--- src/rtl/psc_pkg.sv ---
package psc_pkg;
  // control bit positions
  localparam int CTL_NPRIV = 0;
  localparam int CTL_SPSEL = 1;
  localparam int CTL_FPCTX = 2;
  localparam int CTL_BITS  = 3;
  // return code bit positions
  localparam int RET_SPSEL  = 2;
  localparam int RET_THREAD = 3;
  localparam int RET_SHORT  = 4;
  localparam int RET_MIN_W  = 5;

  typedef enum logic {MODE_THREAD = 1'b0, MODE_HANDLER = 1'b1} mode_e;

  function automatic logic eff_priv(mode_e mode, logic npriv);
    return (mode == MODE_HANDLER) || !npriv;
  endfunction

  function automatic logic sel_proc(mode_e mode, logic spsel);
    return (mode == MODE_THREAD) && spsel;
  endfunction

  function automatic logic long_frame(logic ret_short);
    return !ret_short;
  endfunction
endpackage

--- src/rtl/psc_mode_ctl.sv ---
module psc_mode_ctl
  import psc_pkg::*;
(
  input  logic  clk,
  input  logic  rst_n,
  input  logic  ctl_wr_en,
  input  logic  wr_npriv,
  input  logic  wr_spsel,
  input  logic  exc_entry,
  input  logic  exc_return,
  input  logic  ret_thread,
  input  logic  ret_spsel,
  output mode_e mode,
  output logic  npriv,
  output logic  spsel,
  output logic  priv_now,
  output logic  ctl_wr_ok
);
  mode_e mode_q;
  logic  npriv_q, spsel_q;
  logic  ev_ret, ev_ret_thread;

  assign priv_now      = eff_priv(mode_q, npriv_q);
  assign ev_ret        = exc_return && !exc_entry;
  assign ev_ret_thread = ev_ret && ret_thread;
  assign ctl_wr_ok     = ctl_wr_en && priv_now && !exc_entry && !exc_return;

  always_ff @(posedge clk or negedge rst_n) begin
    if (!rst_n) begin
      mode_q  <= MODE_THREAD;
      npriv_q <= 1'b0;
      spsel_q <= 1'b0;
    end else if (exc_entry) begin
      mode_q <= MODE_HANDLER;
    end else if (ev_ret_thread) begin
      mode_q  <= MODE_THREAD;
      spsel_q <= ret_spsel;
    end else if (ctl_wr_ok) begin
      npriv_q <= wr_npriv;
      spsel_q <= wr_spsel;
    end
  end

  assign mode  = mode_q;
  assign npriv = npriv_q;
  assign spsel = spsel_q;

  AST_UNPRIV_WR_IGNORED: assert property (@(posedge clk) disable iff (!rst_n)
    (ctl_wr_en && !priv_now && !exc_entry && !exc_return) |=> ($stable(npriv_q) && $stable(spsel_q)));
  AST_RET_TO_THREAD: assert property (@(posedge clk) disable iff (!rst_n)
    (exc_return && !exc_entry && ret_thread) |=> (mode_q == MODE_THREAD && spsel_q == $past(ret_spsel)));
  AST_RET_STAY_HANDLER: assert property (@(posedge clk) disable iff (!rst_n)
    (exc_return && !ret_thread && mode_q == MODE_HANDLER) |=> (mode_q == MODE_HANDLER && $stable(spsel_q)));
  AST_ENTRY_WINS: assert property (@(posedge clk) disable iff (!rst_n)
    (exc_entry && exc_return) |=> (mode_q == MODE_HANDLER));
endmodule

--- src/rtl/psc_fp_ctx.sv ---
module psc_fp_ctx
  import psc_pkg::*;
(
  input  logic clk,
  input  logic rst_n,
  input  logic exc_entry,
  input  logic exc_return,
  input  logic ret_short,
  input  logic ctl_wr_ok,
  input  logic wr_fpctx,
  input  logic fp_exec,
  output logic fpctx,
  output logic frame_long
);
  logic fp_q;

  always_ff @(posedge clk or negedge rst_n) begin
    if (!rst_n)          fp_q <= 1'b0;
    else if (exc_entry)  fp_q <= 1'b0;
    else if (exc_return) fp_q <= long_frame(ret_short);
    else if (ctl_wr_ok)  fp_q <= wr_fpctx;
    else if (fp_exec)    fp_q <= 1'b1;
  end

  assign fpctx      = fp_q;
  assign frame_long = fp_q;

  AST_FP_ENTRY_CLEAR: assert property (@(posedge clk) disable iff (!rst_n)
    exc_entry |=> !fp_q);
  AST_FP_EXEC_SET: assert property (@(posedge clk) disable iff (!rst_n)
    (fp_exec && !exc_entry && !exc_return && !ctl_wr_ok) |=> fp_q);
  AST_FP_RET_LOAD: assert property (@(posedge clk) disable iff (!rst_n)
    (exc_return && !exc_entry) |=> (fp_q == !$past(ret_short)));
endmodule

--- src/rtl/psc_sp_bank.sv ---
module psc_sp_bank #(
  parameter int SP_W   = 32,
  parameter int NUM_SP = 2
) (
  input  logic            clk,
  input  logic            rst_n,
  input  logic            sp_wr_en,
  input  logic [SP_W-1:0] sp_wr_data,
  input  logic            use_proc,
  output logic [SP_W-1:0] sp_value
);
  localparam int SEL_W = (NUM_SP > 1) ? $clog2(NUM_SP) : 1;

  logic [SP_W-1:0] sp_q [NUM_SP];
  logic [SEL_W-1:0] sel;

  function automatic logic [SP_W-1:0] word_align(logic [SP_W-1:0] v);
    return {v[SP_W-1:2], 2'b00};
  endfunction

  assign sel = SEL_W'(use_proc);

  for (genvar i = 0; i < NUM_SP; i++) begin : g_bank
    always_ff @(posedge clk or negedge rst_n) begin
      if (!rst_n)
        sp_q[i] <= '0;
      else if (sp_wr_en && sel == SEL_W'(i))
        sp_q[i] <= word_align(sp_wr_data);
    end

    AST_SP_ALIGNED: assert property (@(posedge clk) disable iff (!rst_n)
      sp_q[i][1:0] == 2'b00);
    AST_SP_INACTIVE_KEPT: assert property (@(posedge clk) disable iff (!rst_n)
      (sp_wr_en && sel != SEL_W'(i)) |=> $stable(sp_q[i]));
  end

  assign sp_value = sp_q[sel];
endmodule

--- src/rtl/priv_stack_ctrl.sv ---
module priv_stack_ctrl
  import psc_pkg::*;
#(
  parameter int DATA_W = 32,
  parameter int RET_W  = 5,
  parameter int SP_W   = 32
) (
  input  logic              clk,
  input  logic              rst_n,
  input  logic              ctl_wr_en,
  input  logic [DATA_W-1:0] ctl_wr_data,
  output logic [DATA_W-1:0] ctl_rd_data,
  input  logic              exc_entry,
  input  logic              exc_return,
  input  logic [RET_W-1:0]  exc_ret_code,
  input  logic              fp_exec,
  input  logic              sp_wr_en,
  input  logic [SP_W-1:0]   sp_wr_data,
  output logic              handler_mode,
  output logic              priv_eff,
  output logic              sp_is_proc,
  output logic [SP_W-1:0]   sp_value,
  output logic              frame_long
);
  localparam int PAD_W = DATA_W - CTL_BITS;

  mode_e mode;
  logic  npriv, spsel, fpctx, priv_now, ctl_wr_ok, use_proc;
  logic  [CTL_BITS-1:0] ctl_bits;
  logic  unused_wr_bits, unused_ret_bits;

  assign unused_wr_bits  = ^ctl_wr_data;
  assign unused_ret_bits = ^exc_ret_code;

  psc_mode_ctl u_mode (
    .clk       (clk),
    .rst_n     (rst_n),
    .ctl_wr_en (ctl_wr_en),
    .wr_npriv  (ctl_wr_data[CTL_NPRIV]),
    .wr_spsel  (ctl_wr_data[CTL_SPSEL]),
    .exc_entry (exc_entry),
    .exc_return(exc_return),
    .ret_thread(exc_ret_code[RET_THREAD]),
    .ret_spsel (exc_ret_code[RET_SPSEL]),
    .mode      (mode),
    .npriv     (npriv),
    .spsel     (spsel),
    .priv_now  (priv_now),
    .ctl_wr_ok (ctl_wr_ok)
  );

  psc_fp_ctx u_fp (
    .clk       (clk),
    .rst_n     (rst_n),
    .exc_entry (exc_entry),
    .exc_return(exc_return),
    .ret_short (exc_ret_code[RET_SHORT]),
    .ctl_wr_ok (ctl_wr_ok),
    .wr_fpctx  (ctl_wr_data[CTL_FPCTX]),
    .fp_exec   (fp_exec),
    .fpctx     (fpctx),
    .frame_long(frame_long)
  );

  assign use_proc = sel_proc(mode, spsel);

  psc_sp_bank #(.SP_W(SP_W), .NUM_SP(2)) u_sp (
    .clk       (clk),
    .rst_n     (rst_n),
    .sp_wr_en  (sp_wr_en),
    .sp_wr_data(sp_wr_data),
    .use_proc  (use_proc),
    .sp_value  (sp_value)
  );

  always_comb begin
    ctl_bits            = '0;
    ctl_bits[CTL_NPRIV] = npriv;
    ctl_bits[CTL_SPSEL] = spsel;
    ctl_bits[CTL_FPCTX] = fpctx;
  end

  assign ctl_rd_data  = priv_now ? {{PAD_W{1'b0}}, ctl_bits} : '0;
  assign handler_mode = (mode == MODE_HANDLER);
  assign priv_eff     = priv_now;
  assign sp_is_proc   = use_proc;

  AST_ENTRY_PRIV_MAIN: assert property (@(posedge clk) disable iff (!rst_n)
    exc_entry |=> (handler_mode && priv_eff && !sp_is_proc));
  AST_UNPRIV_READ_ZERO: assert property (@(posedge clk) disable iff (!rst_n)
    (!handler_mode && ctl_wr_en && ctl_wr_data[CTL_NPRIV] && priv_eff && !exc_entry && !exc_return)
      |=> (ctl_rd_data == '0));
endmodule

--- config.mk ---
export PLATFORM = sky130hd
export DESIGN_NAME = priv_stack_ctrl
export DESIGN_NICKNAME = d
export VERILOG_FILES = /design/src/rtl/psc_pkg.sv /design/src/rtl/psc_mode_ctl.sv /design/src/rtl/psc_fp_ctx.sv /design/src/rtl/psc_sp_bank.sv /design/src/rtl/priv_stack_ctrl.sv
export SDC_FILE = /design/constraint.sdc
export NUM_CORES = 1
export LEC_CHECK = 0
export ABC_AREA = 1
export BUFFER_PORTS_ARGS = -buffer_cell sky130_fd_sc_hd__buf_2
export CORE_MARGIN = 5
export CORE_UTILIZATION = 52
export CTS_BUF_LIST = sky130_fd_sc_hd__clkbuf_8
export DETAILED_ROUTE_END_ITERATION = 6
export GPL_ROUTABILITY_DRIVEN = 0
export PLACE_DENSITY = 0.95
export SLEW_MARGIN = 20
export SYNTH_ARGS = -nofsm -noshare
export SYNTH_HDL_FRONTEND = slang
export SYNTH_SLANG_ARGS = --single-unit
--- constraint.sdc ---
create_clock -name clk -period 3.3 [get_ports clk]
set_input_delay 0.66 -clock clk [delete_from_list [all_inputs] [get_ports clk]]
set_output_delay 0.66 -clock clk [all_outputs]
set_load 0.05 [all_outputs]
# Word level (Yosys, flattened, before mapping)
# Cells that the tools add are included.
# Widths: inputs -> output; s select.
totals:
  wordCells: 42
  mem_bits_rw: 0
  n_memories: 0
  latchBits: 0
  mem_bits_ro: 0
  input_bits: 76
  register_bits: 64
  output_inout_bits: 68
op_classes:
  mux: 12
  n_eq_ne: 0
  shift: 0
  multipliers: 0
  n_addsub: 0
  n_lt_le_gt_ge: 1
  div: 0
  bitwise: 5
  n_reduce_logical: 18
ops:
  columns: ["cell", "n"]
  rows:
  - ["$mux 32", 3]
  - ["$logic_and 1x1->1", 8]
  - ["$mux 1", 8]
  - ["$logic_not 1->1", 4]
  - ["$not 1->1", 4]
  - ["$reduce_bool 2->1", 2]
  - ["$reduce_bool 4->1", 1]
  - ["$mux 3", 1]
  - ["$reduce_and 3->1", 1]
  - ["$ge 2x2->1 const B", 1]
  - ["$not 1->2", 1]
  - ["$reduce_and 2->1", 1]
  - ["$logic_or 1x1->1", 1]

# Logic depth before layout (Yosys ltp)
# Gate-level depths: netlist of run 1.
depth:
  ltp_word: 8
  depth_mapped: 7
  depth_no_buf: 6

# Modules after synthesis
# A second synthesis of run 1 with hierarchy kept.
unflattened:
  cells_unflattened: 430
  area_unflattened_um2: 3291.9
modules_own_cells:
  columns: ["module", "area_each_um2", "seq_area_each_um2", "instances", "cells_per_inst"]
  rows:
  - ["psc_sp_bank", 2810.2, 1501.4, 1, 362]
  - ["priv_stack_ctrl", 254.0, 0.0, 1, 38]
  - ["psc_mode_ctl", 161.4, 75.1, 1, 20]
  - ["psc_fp_ctx", 66.3, 25.0, 1, 10]

# Worst setup path after synthesis of run 1
# No wires, ideal clock.
synth_timing:
  kind: "reg2out"
  startpoint: "reg u_mode.mode_q (netlist: u_mode.mode)"
  endpoint: "out ctl_rd_data[2]"
  stages_incl_launch_ff: 3
  path_slack_ps: 664
  arrival_time_ps: 1976
  required_ps: 2640
  path_buffers: 0
  path_cell_list: "dfrtp_1 -> inv_1 -> a21boi_0"
synth_via:
  elab_chain_cells: 2
synth_rtl:
  columns: ["item", "line_no", "text"]
  rows:
  - ["start, declared", "psc_mode_ctl.sv:19", "mode_e mode_q;"]
  - ["start signal, assigned", "psc_mode_ctl.sv:30", "mode_q <= MODE_THREAD;"]
  - ["start signal, assigned", "psc_mode_ctl.sv:34", "mode_q <= MODE_HANDLER;"]
  - ["start signal, assigned", "psc_mode_ctl.sv:36", "mode_q <= MODE_THREAD;"]
  - ["$logic_or 1x1->1", "psc_pkg.sv:16", "return (mode == MODE_HANDLER) || !npriv;"]
  - ["$mux 3", "priv_stack_ctrl.sv:83", "assign ctl_rd_data = priv_now ? {{PAD_W{1'b0}}, ctl_bits} : '0;"]
  - ["end, declared", "priv_stack_ctrl.sv:12", "output logic [DATA_W-1:0] ctl_rd_data,"]
# Every way passes these cells.

# Worst setup path after layout of run 1
layout_timing:
  startpoint: "reg u_mode.mode_q (netlist: u_mode.mode)"
  endpoint: "out sp_value[23]"
layout_via:
  elab_chain_cells: 6
layout_rtl:
  columns: ["item", "line_no", "text"]
  rows:
  - ["$not 1->1", "psc_pkg.sv:20", "return (mode == MODE_THREAD) && spsel;"]
  - ["$logic_and 1x1->1", "psc_pkg.sv:20", null]
  - ["$not 1->2 (not written as such)", "psc_sp_bank.sv:37", "assign sp_value = sp_q[sel];"]
  - ["$mux 32 (not written as such) (3 in series)", "psc_sp_bank.sv:37", null]
  - ["end, declared", "priv_stack_ctrl.sv:22", "output logic [SP_W-1:0] sp_value,"]
# Every way passes these cells. The select of a mux whose other input is x is not followed.

==> summary.md, run 1 <==
| Metric | Value |
|---|---|
| Final period utilization | `81.8%` |
| Worst Tran Pin Value | `1.11 ns` |
| Slew Limit Fails | `0` |
| Top cell type's share of synthesized area | `52.3%` |
| Worst setup path start | `u_mode.mode` |
| Max_cap viols | `0` |
| DRC violations left | `0` |
| Area leader, netlist | `dfrtp_1` |
| Cell mode on critical path | `nand2_1` |
| Min Hold Slack | `0.365 ns` |
| Port bufs | `79` |
| Area Overhead vs Synth | `16.7%` |
| Crit-path max cell delay | `0.45 ns` |
| Cell with the most instances after synthesis | `nand2_1` |
| Main area contributors after synthesis | `dfrtp_1 (52%), nand2_1 (20%), buf_4 (7.6%)` |
| Worst setup path endpoint | `sp_value[23]` |
| Reg-to-reg startpoint | `u_mode.mode` |
| Cts hold-fix bufs | `0` |
| Sequential fraction of the synthesis area | `52.3%` |
| Register clock-pin slew on the reported worst setup and hold paths | `0.07 ns` |
| Pwr/cell area | `710 nW/µm²` |
| Die span in y | `86.8 µm` |
| HPWL Detailed | `4430 µm` |
| EDFF count, synth | `0` |
| Core area | `5820 µm²` |
| CTS HTree Levels | `3` |
| Initial DRT Pass Iterations | `5` |
| Cell Area, Synth | `3060 µm²` |
| Total Neg Setup Slack | `0 ns` |
| Largest net degree at the start of global routing | `61` |
| Min cycle time layout | `2.70 ns` |
| Chip Width | `86.8 µm` |
| Fraction of layout cells with a size suffix above 1 | `21.0%` |
| Gr usage total | `18.4%` |
| Data arrival, critical path | `2.04 ns` |
| Nets | `537` |
| Total grt overflow | `0` |
| CTS max path bufs | `2` |
| Ports | `144` |
| Wirelength per Cell | `12.1 µm` |
| DRT antenna net count | `0` |
| DRT Wirelength | `6540 µm` |
| Clock tree from TritonCTS | `done` |
| Postcts setup bufs | `0` |
| Drt via density | `4.78` |
| CP Class | `reg2out` |
| Root buf cell | `clkbuf_8` |
| Outcome | `finished clean` |
| Initial antenna violation count | `0` |
| Final setup violation count | `0` |
| WP data required | `2.64 ns` |
| F_max | `371 MHz` |
| Critical path's slowest cell | `dfrtp_1` |
| Async set-or-reset flop fraction in the synthesized netlist | `100%` |
| First-pass GRT wire length | `10700 µm` |
| Total number of vias | `2584` |
| Worst hold path class | `in2async` |
| R2r worst-path depth | `5` |
| Slew HR | `26.0%` |
| DIE AREA | `7530 µm²` |
| #FFs+latches synth | `64` |
| R2R Setup Slk | `0.85 ns` |
| Most used flip-flop cell after synthesis | `dfrtp_1` |
| Leak | `2.07 nW` |
| Ys Warns | `0` |
| Post-synth top cells | `nand2_1 (160), dfrtp_1 (64), o21ai_1 (38), inv_1 (35), buf_4 (31)` |
| Initial DRC count | `156` |
| CTS resizes | `0` |
| RSZ-0062 raised after global routing | `false` |
| VDD IR max | `0.393 mV` |
| Worst clock skew | `0.00535 ns` |
| Syn Area/Cell | `7.89 µm²` |
| Vias in the first global route | `2406` |
| Ant diodes | `0` |
| Sink Count | `64` |
| Cell count after synthesis | `388` |
| Num CTS Buffers | `9` |
| Number of core rows | `28` |
| Unique masters post-synth | `18` |
| RR Endpoint | `u_sp.sp_q[53]` |
| Final Hold Fails | `0` |
| Initial Util | `52.7%` |
| Worst-skew pair later-pin latency | `0.34 ns` |
| Maximum net fanout on the critical path | `31` |
| Worst path cell trace | `nor2_4, inv_2, nand2_1, nand2_1, buf_2` |
| CP Launch Type | `register` |
| Capturing element type of the critical path | `output port` |
worst min-delay path by stage:
stage | to
finish | u_sp.sp_q[30]
global placement | u_sp.sp_q[63]
detailed placement | u_sp.sp_q[45]
floorplan | u_fp.fpctx
global route | u_sp.sp_q[30]
CTS | u_sp.sp_q[62]
sequential cells by signal, summed over array words and instances, names as in the netlist:
signal and count:
u_mode.mode 1, u_mode.spsel 1, u_sp.sp_q 60, u_mode.npriv 1, u_fp.fpctx 1
where the power goes:
part           internal (mW)  leakage, nW  switching (mW)
registers              0.981        0.791           0.105
clock network          0.436        0.120           0.287
logic                  0.184         1.15           0.543
metal layers:
| layer | up-vias | track usage [%] | part of all wire (%) |
|---|---|---|---|
| li1 | 1283 | - | - |
| met3 | 15 | 6.56 | 8.6 |
| met1 | 1190 | 21.9 | 42 |
| met2 | 96 | 29.6 | 47 |
| met5 | - | 0 | 0 |
| met4 | 0 | 8.50 | 2.6 |
cells by family (layout without fill, tap and decap cells):
family | after synthesis | in the layout | synth area share, %
and+or+nand+nor | 173 | 173 | 21.9
buffers and inverters | 85 | 133 | 15.0
AOI/OAI and AO/OA | 65 | 65 | 10.8
DFF | 64 | 64 | 52.3
other | 1 | 31 | 0.122
layout by cell type (no fill, tap or decap):
master	instances
nand3_1	3
a21oi_1	3
o21a_1	1
nand2_1	159
o21ai_0	22
a21boi_0	1
clkinv_2	1
inv_1	38
buf_4	2
nor2_1	5
inv_2	1
nand4_1	2
dfrtp_1	64
o21ai_1	38
buf_2	79
clkbuf_8	10
bufinv_16	2
conb_1	31
nor2_4	1
nand2_2	2
nor3_1	1
metrics by stage:
stage | cells | instance area, µm² | utilization [%] | total power, mW | setup WS [ns]
6_report | 541 | 3570 | 61.4 | 2.54 | 0.601
5_1_grt | 541 | 3570 | 61.4 | 2.68 | 0.453
4_1_cts | 541 | 3570 | 61.4 | 2.56 | 0.574
3_5_place_dp | 525 | 3360 | 57.8 | 1.83 | 0.824
3_3_place_gp | 525 | 3360 | 57.8 | 1.79 | 0.904
2_1_floorplan | 418 | 3180 | - | 1.70 | 0.664
critical path: cells and delay by family, from the launching register on:
kind	cells	cell delay [ns]
buf+inv	2	0.59
flops	1	0.45
simple gates	3	0.65
area by class of cell:
class,count,area [µm²]
Fill cell,536,2240
Sequential cell,64,1600
Multi-Input combinational cell,269,1120
Timing Repair Buffer,81,410
Clock buffer,10,138
Inverter,36,135
Tap cell,75,93.8
Clock inverter,6,76.3
Power figures use the tool's default switching activity.
==> run 2: changes to the inputs <==
- CORE_UTILIZATION: 52 -> 43
- PLACE_DENSITY: 0.95 -> 0.85
- clock period: 3.3 -> 2.4 ns (I/O delays scaled with it)
==> run 2 against run 1 <==
Sequential cell count is the same. Worst setup slack lost 0.35 ns. Count of clock-buffer cells in the layout grew 1. Design area grew 2.1%. Largest cell class unchanged. Largest power group unchanged. Die area grew 18%. Global-route usage shrank 3.1 points. Core utilization shrank 8.3 points. Total power grew 34%. Sequential share of layout area shrank 0.91 points. Worst hold slack lost 0.22 ns. Clock power grew 25%.
==> summary.md, run 2 (same netlist as run 1, synthesis figures left out) <==
| Metric | Value |
|---|---|
| CP Launch Type | `register (unchanged)` |
| RSZ-0062 raised after global routing | `false (unchanged)` |
| Crit path max-delay family | `buffers and inverters (was simple AND/OR/NAND/NOR gates)` |
| Crit-path max cell delay | `0.45 ns (about the same)` |
| CTS HTree Levels | `3 (unchanged)` |
| Total grt overflow | `0 (unchanged)` |
| Worst-skew pair later-pin latency | `0.33 ns (was 0.34 ns)` |
| Buf/Inv on CP | `2 (unchanged)` |
| Clock tree from TritonCTS | `done (unchanged)` |
| Data arrival, critical path | `1.67 ns (was 2.04 ns)` |
| Postcts setup bufs | `0 (unchanged)` |
| DRT antenna net count | `0 (unchanged)` |
| Leak | `2.09 nW (was 2.07 nW)` |
| Commonest non-fill, non-tap cell in the layout | `nand2_1 (unchanged)` |
| Largest net degree at the start of global routing | `65 (was 61)` |
| Outcome | `finished clean (unchanged)` |
| CTS max path bufs | `2 (unchanged)` |
| WP data required | `1.92 ns (was 2.64 ns)` |
| Nets | `540 (was 537)` |
| Initial DRC count | `123 (was 156)` |
| First-pass GRT wire length | `10700 µm (about the same)` |
| Worst hold path class | `in2async (unchanged)` |
| Total Neg Setup Slack | `0 ns (unchanged)` |
| Worst clock skew | `0.00676 ns (was 0.00535 ns)` |
| Chip Width | `94.4 µm (was 86.8 µm)` |
| FILL cells | `646 (was 536)` |
| Number of core rows | `30 (was 28)` |
| Most flops, register | `u_sp.sp_q (unchanged)` |
| Most frequent cells in the layout | `nand2_1 (159), buf_2 (79), dfrtp_1 (64), o21ai_1 (38), inv_1 (37) (was nand2_1 (159), buf_2 (79), dfrtp_1 (64), inv_1 (38), o21ai_1 (38))` |
| Drt via density | `4.46 (was 4.78)` |
| Placed inst area | `3450 µm² (was 3360 µm²)` |
| Worst Tran Pin Value | `0.508 ns (was 1.11 ns)` |
| Final period utilization | `89.5%` |
| Core area | `6870 µm² (was 5820 µm²)` |
| Total number of vias | `2520 (was 2584)` |
| Ant diodes | `0 (unchanged)` |
| Port bufs | `79 (unchanged)` |
| Min cycle time layout | `2.15 ns` |
| GR peak layer | `met2 (unchanged)` |
| Register area | `1600 µm² (unchanged)` |
| Critical path's slowest cell | `dfrtp_1 (unchanged)` |
| Root buf cell | `clkbuf_8 (unchanged)` |
| Met3 Usage GRT | `4.86% (was 6.56%)` |
| CP Class | `reg2out (unchanged)` |
| Slew HR | `66.0% (was 26.0%)` |
| Die span in y | `94.4 µm (was 86.8 µm)` |
| Fraction of layout cells with a size suffix above 1 | `21.7% (was 21.0%)` |
| DRC violations left | `0 (unchanged)` |
| Cell mode on critical path | `nand2_1 (unchanged)` |
| Maximum net fanout on the critical path | `20 (was 31)` |
| Final setup violation count | `0 (unchanged)` |
| Capturing element type of the critical path | `output port (unchanged)` |
| Pwr/cell area | `935 nW/µm² (was 710 nW/µm²)` |
| Multi-input gate area | `1120 µm² (unchanged)` |
| HPWL Detailed | `4540 µm (was 4430 µm)` |
| Area Overhead vs Synth | `19.1% (was 16.7%)` |
| Cts hold-fix bufs | `0 (unchanged)` |
| Initial DRT Pass Iterations | `5 (unchanged)` |
| F_max | `465 MHz` |
| Slew Limit Fails | `0 (unchanged)` |
| Max_cap viols | `0 (unchanged)` |
| Met1 Use GR | `18.9% (was 21.9%)` |
| Max reg flops | `60 (unchanged)` |
| R2R Setup Slk | `0.62 ns (was 0.85 ns)` |
| Wirelength per Cell | `11.6 µm (was 12.1 µm)` |
| Sink Count | `64 (unchanged)` |
| Vias in the first global route | `2406 (unchanged)` |
| Final Hold Fails | `0 (unchanged)` |
| Initial Util | `44.6% (was 52.7%)` |
| Ports | `144 (unchanged)` |
| DRT Wirelength | `6540 µm (about the same)` |
| DIE AREA | `8910 µm² (was 7530 µm²)` |
| Num CTS Buffers | `9 (unchanged)` |
| Worst path cell trace | `nor2_4, buf_4, nand2_1, nand2_1, buf_2 (was nor2_4, inv_2, nand2_1, nand2_1, buf_2)` |
| Met2 global-route usage | `25.3% (was 29.6%)` |
| Initial antenna violation count | `0 (unchanged)` |
| Register clock-pin slew on the reported worst setup and hold paths | `0.07 ns (about the same)` |
| VDD IR max | `0.501 mV (was 0.393 mV)` |
| CTS resizes | `0 (unchanged)` |
| Post-route cell area | `3650 µm² (was 3570 µm²)` |
| Gr usage total | `15.2% (was 18.4%)` |
## run 2: cell count changes in the layout (fill, tap and decap cells not counted), sizes merged
cell | previous run | this run
buf | 81 | 84
bufinv | 2 | 1
clkbuf | 10 | 11
clkinv | 1 | 2
inv | 39 | 38
## run 2: cell type report
cell class / count / area share [%]
clock buffers: 11 / 4.15
clock inverters: 5 / 1.30
inverters: 36 / 3.77
multi-input cells: 269 / 30.7
flip-flops and latches: 64 / 43.9
well taps: 96 / 3.29
repair buffers: 84 / 12.9
## run 2: worst paths after layout
kind,startpoint,end,cells past startpoint
max reg2reg,u_mode.spsel,u_sp.sp_q[59],6
max,u_mode.mode,sp_value[13],5
min,rst_n,u_mode.spsel,2
min reg2reg,u_sp.sp_q[40],u_sp.sp_q[40],2
min in group clk,ctl_wr_data[0],u_mode.npriv,3
max in group asynchronous,rst_n,u_sp.sp_q[54],2
## run 2: stage by stage
stage               worst slack (ns)  hold slack, ns  utilization (%)  power (mW)  instances
global route                   0.113           0.171             53.1        3.61        565
detailed placement             0.396           0.474             50.2        2.52        549
finish                         0.251           0.148             53.1        3.41        565
floorplan                      0.298           0.184                -        2.34        418
global placement               0.426           0.466             50.2        2.48        549
CTS                           0.0950           0.159             53.1        3.45        565
## run 2: layer usage
metal,vias up,share of wire (%)
li1,1290,-
met1,1132,44
met2,90,47
met3,8,7.9
met4,0,0.89
met5,-,0
## run 2: power breakdown
part           internal (mW)  switching, mW  total, mW  leakage (nW)
clock                  0.525          0.379      0.905         0.112
combinational          0.265          0.747       1.01          1.19
sequential              1.35          0.144       1.49         0.791
total                   2.14           1.27       3.41          2.09
==> run 3: changes to the inputs <==
--- a/config.mk
+++ b/config.mk
@@ -15,2 +15,3 @@
 export PLACE_DENSITY = 0.85
+export SETUP_SLACK_MARGIN = 0.05
 export SLEW_MARGIN = 20
==> constraint.sdc (replaced) <==
create_clock -name clk -period 2.4 [get_ports clk]
set_input_delay 0.72 -clock clk [delete_from_list [all_inputs] [get_ports clk]]
set_output_delay 0.72 -clock clk [all_outputs]
set_load 0.05 [all_outputs]
==> run 3 against run 2 <==
Design area grew 3.3%. First-iteration DRC count is the same. Highest routed layer unchanged. Die area is the same. Maximum frequency shrank 5.4%. Register-to-register slack gained 0.07 ns. Worst setup slack lost 0.12 ns. Count of clock-buffer cells in the layout grew 1. Global-route usage grew 0.38 points. Sequential power is essentially flat. Combinational power grew 5%. Via count grew 2.5%. Total power grew 5.5%.
==> summary.md, run 3 (same netlist as run 1, synthesis figures left out) <==
| Metric | Value |
|---|---|
| WP data required | `1.68 ns (was 1.92 ns)` |
| Clock tree from TritonCTS | `done (unchanged)` |
| Sw frac | `35.6% (was 37.3%)` |
| Slew Limit Fails | `0 (unchanged)` |
| Commonest non-fill, non-tap cell in the layout | `nand2_1 (unchanged)` |
| First-pass GRT wire length | `11000 µm (was 10700 µm)` |
| Power share of the clock group | `29.1% (was 26.5%)` |
| CTS max path bufs | `2 (unchanged)` |
| Data arrival, critical path | `1.55 ns (was 1.67 ns)` |
| Critical path's slowest cell | `dfrtp_1 (unchanged)` |
| Pwr/cell area | `955 nW/µm² (was 935 nW/µm²)` |
| Power share of the combinational group | `29.4% (was 29.7%)` |
| Initial DRT Pass Iterations | `4 (was 5)` |
| Total power | `3.60 mW (was 3.41 mW)` |
| R2r worst-path depth | `5 (was 6)` |
| Register clock-pin slew on the reported worst setup and hold paths | `0.07 ns (about the same)` |
| RR Endpoint | `u_sp.sp_q[59] (unchanged)` |
| Reg-to-reg startpoint | `u_mode.mode (was u_mode.spsel)` |
| Chip Width | `94.4 µm (unchanged)` |
| Worst clock skew | `0.00773 ns (was 0.00676 ns)` |
| CP Launch Type | `register (unchanged)` |
| Initial antenna violation count | `0 (unchanged)` |
| HPWL Detailed | `4690 µm (was 4540 µm)` |
| Slew HR | `61.6% (was 66.0%)` |
| Internal power | `2.32 mW (was 2.14 mW)` |
| Most frequent cells in the layout | `nand2_1 (159), dfrtp_1 (64), buf_2 (50), o21ai_1 (38), inv_1 (37) (was nand2_1 (159), buf_2 (79), dfrtp_1 (64), o21ai_1 (38), inv_1 (37))` |
| Final Hold Fails | `0 (unchanged)` |
| Crit-path max cell delay | `0.45 ns (about the same)` |
| Seq pwr share | `41.5% (was 43.8%)` |
| Die span in y | `94.4 µm (unchanged)` |
| Worst Tran Pin Value | `0.576 ns (was 0.508 ns)` |
| Final setup violation count | `0 (unchanged)` |
| DRC violations left | `0 (unchanged)` |
| F_max | `440 MHz (was 465 MHz)` |
| Worst path cell trace | `nor2_4, buf_8, nand2_1, nand2_1, buf_2 (was nor2_4, buf_4, nand2_1, nand2_1, buf_2)` |
| Worst-skew pair later-pin latency | `0.32 ns (was 0.33 ns)` |
| Capturing element type of the critical path | `output port (unchanged)` |
| Total Neg Setup Slack | `0 ns (unchanged)` |
| Drt via density | `4.56 (was 4.46)` |
| Cts hold-fix bufs | `0 (unchanged)` |
| Root buf cell | `clkbuf_8 (unchanged)` |
| DRT Wirelength | `6570 µm (was 6540 µm)` |
| Num CTS Buffers | `9 (unchanged)` |
| Ant diodes | `0 (unchanged)` |
| Total number of vias | `2583 (was 2520)` |
| Maximum net fanout on the critical path | `14 (was 20)` |
| Largest net degree at the start of global routing | `39 (was 65)` |
| Final period utilization | `94.6% (was 89.5%)` |
| Total grt overflow | `0 (unchanged)` |
| Cell mode on critical path | `nand2_1 (unchanged)` |
| Number of core rows | `30 (unchanged)` |
| Psw | `1.28 mW (was 1.27 mW)` |
| Wirelength per Cell | `11.6 µm (about the same)` |
| Vias in the first global route | `2482 (was 2406)` |
| Port bufs | `79 (unchanged)` |
| Min cycle time layout | `2.27 ns (was 2.15 ns)` |
| Postcts setup bufs | `0 (unchanged)` |
| R2R Setup Slk | `0.69 ns (was 0.62 ns)` |
| Worst hold path class | `in2async (unchanged)` |
| Max_cap viols | `0 (unchanged)` |
| DRT antenna net count | `0 (unchanged)` |
| Initial Util | `44.6% (unchanged)` |
| Leak | `2.12 nW (was 2.09 nW)` |
| VDD IR max | `0.464 mV (was 0.501 mV)` |
| Ports | `144 (unchanged)` |
| Outcome | `finished clean (unchanged)` |
| Area Overhead vs Synth | `23.0% (was 19.1%)` |
| Fraction of layout cells with a size suffix above 1 | `22.1% (was 21.7%)` |
| DIE AREA | `8910 µm² (unchanged)` |
| RSZ-0062 raised after global routing | `true (was false)` |
| Core area | `6870 µm² (unchanged)` |
| Gr usage total | `15.6% (was 15.2%)` |
| Max reg flops | `60 (unchanged)` |
| Sink Count | `64 (unchanged)` |
| Most flops, register | `u_sp.sp_q (unchanged)` |
| Nets | `542 (was 540)` |
| Initial DRC count | `123 (unchanged)` |
| CTS HTree Levels | `3 (unchanged)` |
| CP Class | `reg2out (unchanged)` |
[run 3: cell count changes in the layout (fill, tap and decap cells not counted), moves of 2 or more]
cell      before  now
clkbuf_4       0   17
buf_4          2   16
clkinv_2       2    0
buf_2         79   50
[run 3: critical path, delay by kind of cell (launching register included)]
| kind | cells | cell delay (ns) |
|---|---|---|
| DFF | 1 | 0.45 |
| buffers and inverters | 2 | 0.44 |
| and+or+nand+nor | 3 | 0.34 |
[run 3: cell type report]
cell class | instances | area, µm²
fillers | 641 | 3100
clock inverters | 4 | 67.6
well taps | 96 | 120
multi-input cells | 269 | 1120
inverters | 36 | 140
repair buffers | 86 | 553
clock buffers | 12 | 165
flip-flops and latches | 64 | 1600
[run 3: worst max path at each step]
stage,start,depth (start not counted),endpoint
after floorplan,u_mode.mode,2,ctl_rd_data[1]
after global placement,u_mode.spsel,6,sp_value[10]
after detailed placement,u_mode.spsel,6,sp_value[10]
after CTS,u_mode.spsel,6,sp_value[21]
after global routing,u_mode.spsel,6,sp_value[31]
final,u_mode.mode,5,sp_value[7]
[run 3: stage by stage]
step | setup WS [ns] | util (%) | instances | cell area (µm²) | hold slack [ns]
floorplan | 0.0577 | - | 418 | 3180 | 0.424
global placement | 0.249 | 50.0 | 551 | 3440 | 0.466
detailed placement | 0.250 | 50.0 | 551 | 3440 | 0.474
CTS | 0.0616 | 53.6 | 567 | 3680 | 0.390
global route | 0.0381 | 54.8 | 567 | 3770 | 0.424
finish | 0.129 | 54.8 | 567 | 3770 | 0.389
[run 3: timing repair]
| item | 4_1_cts | 5_1_grt |
|---|---|---|
| setup endpoints to repair | 30 | 30 |
| pin swaps | 0 | 1 |
| cloned | 0 | 0 |
| resized for setup | 4 | 42 |
[run 3: metal layers]
| layer | up-vias | global-route usage [%] | wire [µm] |
|---|---|---|---|
| met2 | 97 | 26.5 | 3170 |
| li1 | 1285 | - | - |
| met5 | - | 0 | 0 |
| met3 | 7 | 3.67 | 482 |
| met4 | 0 | 5.05 | 63 |
| met1 | 1194 | 19.7 | 2850 |
[run 3: power groups by stage]
| stage | combinational, mW | clock, mW | sequential (mW) |
|---|---|---|---|
| floorplan | 0.860 | 0 | 1.48 |
| CTS | 1.02 | 1.07 | 1.49 |
| global placement | 0.988 | 0 | 1.49 |
| detailed placement | 1.01 | 0 | 1.51 |
| global route | 1.16 | 1.12 | 1.53 |
| finish | 1.06 | 1.05 | 1.49 |
